**src/rtl/agen_pkg.sv**
```systemverilog
package agen_pkg;

    typedef enum logic [1:0] {
        MODE_SEQ     = 2'd0,
        MODE_RAND    = 2'd1,
        MODE_RSEQ    = 2'd2,
        MODE_SEQ_ALT = 2'd3
    } mode_e;

    typedef enum logic [1:0] {
        MSK_OFF     = 2'd0,
        MSK_FIXED   = 2'd1,
        MSK_SWEEP   = 2'd2,
        MSK_OFF_ALT = 2'd3
    } mask_e;

    typedef enum logic [1:0] {
        PH_LINEAR = 2'd0,
        PH_RANDOM = 2'd1,
        PH_BASE   = 2'd2,
        PH_RUN    = 2'd3
    } phase_e;

endpackage

```
**src/rtl/agen_walker.sv**
```systemverilog
module agen_walker
    import agen_pkg::*;
#(
    parameter int                  ADDR_W  = 25,
    parameter int                  RUN_W   = 8,
    parameter int                  FIELD_W = 10,
    parameter logic [ADDR_W-1:0]   SEED    = 25'h000ACE1,
    parameter logic [ADDR_W-1:0]   TAPS    = 25'h1200000
) (
    input  logic                clk,
    input  logic                rst_n,
    input  logic [1:0]          mode,
    input  logic [ADDR_W-1:0]   start,
    input  logic [ADDR_W-1:0]   incr,
    input  logic [RUN_W-1:0]    run_len,
    input  logic                ret_start,
    input  logic                sweep_en,
    input  logic [FIELD_W-1:0]  sweep_lim,
    input  logic                next,
    input  logic                block_done,
    input  logic                restart,
    output logic [ADDR_W-1:0]   raw_addr,
    output logic [FIELD_W-1:0]  cyc
);

    // live stepping state
    phase_e              phase;
    logic [ADDR_W-1:0]   cur;
    logic [ADDR_W-1:0]   lfsr;
    logic [RUN_W-1:0]    run_cnt;

    // state saved at the last block boundary
    phase_e              s_phase;
    logic [ADDR_W-1:0]   s_cur;
    logic [ADDR_W-1:0]   s_lfsr;
    logic [RUN_W-1:0]    s_run;
    logic [FIELD_W-1:0]  s_cyc;

    // next-state values
    phase_e              n_phase;
    logic [ADDR_W-1:0]   n_cur;
    logic [ADDR_W-1:0]   n_lfsr;
    logic [RUN_W-1:0]    n_run;
    logic [FIELD_W-1:0]  n_cyc;

    phase_e              init_phase;
    logic [ADDR_W-1:0]   init_cur;

    function automatic logic [ADDR_W-1:0] lfsr_adv(input logic [ADDR_W-1:0] v);
        return {v[ADDR_W-2:0], ^(v & TAPS)};
    endfunction

    always_comb begin
        unique case (mode_e'(mode))
            MODE_RAND: init_phase = PH_RANDOM;
            MODE_RSEQ: init_phase = PH_BASE;
            default:   init_phase = PH_LINEAR;
        endcase
        init_cur = (mode_e'(mode) == MODE_RSEQ) ? SEED : start;
    end

    // transition logic
    always_comb begin
        n_phase = phase;
        n_cur   = cur;
        n_lfsr  = lfsr;
        n_run   = run_cnt;
        n_cyc   = cyc;
        if (next) begin
            if (sweep_en) begin
                n_cyc = (cyc + 1'b1) & sweep_lim;
            end
            unique case (phase)
                PH_LINEAR: n_cur  = cur + incr;
                PH_RANDOM: n_lfsr = lfsr_adv(lfsr);
                PH_BASE, PH_RUN: begin
                    if (run_cnt == run_len) begin
                        n_lfsr  = lfsr_adv(lfsr);
                        n_cur   = lfsr_adv(lfsr);
                        n_run   = '0;
                        n_phase = PH_BASE;
                    end else begin
                        n_cur   = cur + incr;
                        n_run   = run_cnt + 1'b1;
                        n_phase = PH_RUN;
                    end
                end
            endcase
        end
        if (block_done && ret_start && phase == PH_LINEAR) begin
            n_cur = start;
            n_cyc = '0;
        end
    end

    // state register
    always_ff @(posedge clk) begin
        if (!rst_n) begin
            phase   <= init_phase;
            cur     <= init_cur;
            lfsr    <= SEED;
            run_cnt <= '0;
            cyc     <= '0;
            s_phase <= init_phase;
            s_cur   <= init_cur;
            s_lfsr  <= SEED;
            s_run   <= '0;
            s_cyc   <= '0;
        end else if (restart) begin
            phase   <= s_phase;
            cur     <= s_cur;
            lfsr    <= s_lfsr;
            run_cnt <= s_run;
            cyc     <= s_cyc;
        end else begin
            phase   <= n_phase;
            cur     <= n_cur;
            lfsr    <= n_lfsr;
            run_cnt <= n_run;
            cyc     <= n_cyc;
            if (block_done) begin
                s_phase <= n_phase;
                s_cur   <= n_cur;
                s_lfsr  <= n_lfsr;
                s_run   <= n_run;
                s_cyc   <= n_cyc;
            end
        end
    end

    // output selection
    always_comb begin
        unique case (phase)
            PH_RANDOM: raw_addr = lfsr;
            default:   raw_addr = cur;
        endcase
    end

endmodule

```
**config.mk**
```make
export PLATFORM = sky130hd
export DESIGN_NAME = agen_walker
export DESIGN_NICKNAME = d
export VERILOG_FILES = /design/src/rtl/agen_pkg.sv /design/src/rtl/agen_walker.sv
export SDC_FILE = /design/constraint.sdc
export NUM_CORES = 1
export LEC_CHECK = 0
export BUFFER_PORTS_ARGS = -buffer_cell sky130_fd_sc_hd__buf_4
export CAP_MARGIN = 15
export CORE_AREA = 2 2 140 142
export DETAILED_ROUTE_END_ITERATION = 10
export DIE_AREA = 0 0 142 144
export GPL_TIMING_DRIVEN = 0
export HOLD_SLACK_MARGIN = 0.15
export PLACE_DENSITY = 0.7
export SLEW_MARGIN = 20
export SYNTH_ARGS = -nofsm -noshare
export SYNTH_HDL_FRONTEND = slang
export SYNTH_SLANG_ARGS = --single-unit
export TNS_END_PERCENT = 20
```
**constraint.sdc**
```tcl
create_clock -name clk -period 4.76 [get_ports clk]
set_clock_uncertainty 0.1 [all_clocks]
set_input_delay 0.476 -clock clk [delete_from_list [all_inputs] [get_ports clk]]
set_output_delay 0.476 -clock clk [all_outputs]
set_load 0.02 [all_outputs]
```
==> qor.txt <==
Slew headroom = 44.3%
final WL = 29.1 mm
P per Cell Area = 376 nW/um^2
synthesized cell area = 8350 um^2
final setup TNS = 0 ps
power consumption = 3790 uW
cell chain of the critical path = ha_1 -> inv_1 -> fa_1 -> nor2b_1 -> o31a_1 -> a21oi_2 -> o21ai_1 -> a21oi_1 -> nor3_1 -> mux2i_1 -> a211oi_1
unrepaired setup endpoints after global routing = no
Crit path max-delay family = compound AO/OA/AOI/OAI gates
Synth top cells by count = nand2_1, nor2_1, dfxtp_1
leakage = 0.00431 uW
post-CTS setup buffer count = 0
slowest cell on the critical path = fa_1
H-tree depth = 4
Hold Violations, Final = 0
GRT overflow = 0
clock root buffer = clkbuf_16
Hold Path Class = input port to register
Switching Share = 32.3%
Yosys cell types = 68
wl on met1 = 12.1 mm
CP max FO = 4
post-synth top area cell = dfxtp_1
Final Max Slew Viols = 0
Worst setup EP type = register
Port Buffers = 110
Flop pwr share = 36.8%
ys async rst share = 0%
Final ANT Viol Nets = 0
Max Cap Viol = 0
DR vias = 8670
met2 WL = 13.2 mm
Seq cells post-synth = 140
violation count after the first detailed-route iteration = 956
Max Clk Rate = 311 MHz
core footprint = 19100 um^2
Crit Path Class = register to register
final cell count without fillers = 1447
FF+latch area = 3070 um^2
via-per-instance ratio = 5.99
Sink Count = 140
first-pass GRT wire length = 44.8 mm
status = complete, no violations
Worst-path clk slew = 60 ps
CTS tree = yes
Layout fillers = 1810
worst-margin pin slew = 836 ps
Worst EP arrival = 3270 ps
worst hold margin = 193 ps
vias in the first global route = 8180
Die Height = 144 um
Core Util, Final = 52.9%
Initial Util = 43.8%
Logic pwr share = 27.1%
WL/cell = 20.1 um
Num CTS Buffers = 17
Top Metal Used = met4
Yosys Warn Count = 0
residual DRC count = 0
Required @ worst endpoint = 4820 ps
detailed-placement wirelength estimate = 21.7 mm
Clk pwr share = 36.0%
synth top area cells = dfxtp_1, edfxtp_1, nand2_1, nor2_1, a21oi_1
DRT Pass-1 Iters = 6
WL met3 = 2.81 mm
Period minus WS final = 3210 ps
P&R area growth vs syn = 20.9%
number of synthesized flops with an enable pin = 27
Final #Nets = 1300
Final Setup Violations = 0
slowest cell delay on critical path = 420 ps
placed cell count = 1415
Clock Path Buffers = 2
Post-synth top flop = dfxtp_1
Post-CTS Resized = 0
RD Place Congestion = 0.926
initial antenna violation count = 0
switching power = 1220 uW
most common cell in the synthesized netlist = nand2_1
area share of the leading cell type in the synthesized netlist = 27.1%
synthesized area per cell = 7.83 um^2
Internal = 2570 uW
Syn Nets = 1171
worst-skew pair later-pin latency = 430 ps
Die ar. = 20400 um^2
row cnt = 51
fin crit share = 67.5%
footprint of the multi-input gates = 4940 um^2
Ports = 112
Seq/Total Area, Yosys = 36.8%
Worst setup SP type = register
Mapped Cells = 1067
ANT cells = 0
Die X = 142 um
number of buffers inserted by hold repair at cts = 0
layout cells sized above 1 = 13.6%
Total GRT Usage = 28.6%
VDD IR max = 0.269 mV
pin count of the biggest net entering global routing = 28
Crit path buffers/inverters = 1
[layout make-up]
cell class / count / area share, %
multi-input combinational: 840 / 48.9
sequential: 140 / 30.4
timing repair buffer: 110 / 8.18
clock buffer: 25 / 5.34
tap: 238 / 2.95
buffer: 68 / 2.75
clock inverter: 7 / 0.719
inverter: 19 / 0.707
[flip-flops by register name, indices dropped and copies added (netlist names)]
register,count
s_lfsr,25
phase,2
cyc,10
lfsr,25
s_run,8
run_cnt,8
s_phase,2
cur,25
s_cur,25
s_cyc,10
[per-stage QoR]
step | cell area, um^2 | setup WS, ps
after floorplan | 8350 | 1980
after global placement | 9470 | 1450
after detailed placement | 9480 | 1450
after CTS | 10100 | 1610
after global routing | 10100 | 1470
final | 10100 | 1550
[metal layers]
| metal | vias to the layer above | track usage (%) |
|---|---|---|
| met5 | - | 0 |
| met4 | 0 | 12.1 |
| met3 | 68 | 4.50 |
| met2 | 494 | 47.1 |
| met1 | 4023 | 37.5 |
| li1 | 4085 | - |
[cells in the final DEF (no fill, tap or decap), drive strengths merged, types with 4 or more instances in the layout]
cell,Yosys,layout
and2,11,11
and3,7,7
o21ai,62,62
clkbuf,49,74
o21bai,4,4
a221oi,11,11
nand3,22,22
or3,6,6
o21a,11,11
o211ai,24,24
nand4,6,6
nor2b,5,5
a21o,18,18
dfxtp,113,113
a22o,5,5
nor2,150,150
a221o,9,9
clkinv,0,5
edfxtp,27,27
ha,26,26
xor2,13,13
a21oi,97,97
nand2,175,175
o22ai,9,9
a31oi,6,6
a211oi,32,32
nand2b,8,8
nor3,17,17
a22oi,6,6
buf,19,129
inv,19,20
mux2i,36,36
xnor2,25,25
[worst register-to-register path: cells and delay by family, from the launching register on]
kind	cells	cell delay, ps
compound gates	5	900
simple gates	2	530
flops	1	380
fa+ha+maj	2	630
mux	1	350
buf+inv	1	60
[final timing paths]
| kind | startpoint | to | slack [ps] | cells after the start |
|---|---|---|---|---|
| worst max-delay path | cur[0] | s_cur[24] | 1550 | 11 |
| worst min register to register | s_cur[12] | cur[12] | 370 | 2 |
| worst max register to register | cur[0] | s_cur[24] | 1550 | 11 |
| worst min-delay path | start[1] | cur[1] | 190 | 3 |
[power groups by stage]
stage	logic, uW	registers [uW]	clock network [uW]
3_3_place_gp	989	1420	0
2_1_floorplan	690	1380	0
4_1_cts	1010	1390	1370
6_report	1030	1400	1370
5_1_grt	1120	1400	1410
3_5_place_dp	1000	1420	0
[kinds of logic after synthesis]
| group | Yosys count | synth area share, % |
|---|---|---|
| buffers and inverters | 87 | 4.18 |
| and+or+nand+nor | 417 | 21.3 |
| muxes | 36 | 4.32 |
| AOI/OAI and AO/OA | 322 | 25.3 |
| adders and majority gates | 27 | 4.14 |
| DFF | 140 | 36.8 |
| xor gates and xnor gates | 38 | 3.99 |
No activity file was read; power rests on OpenSTA's default activity.
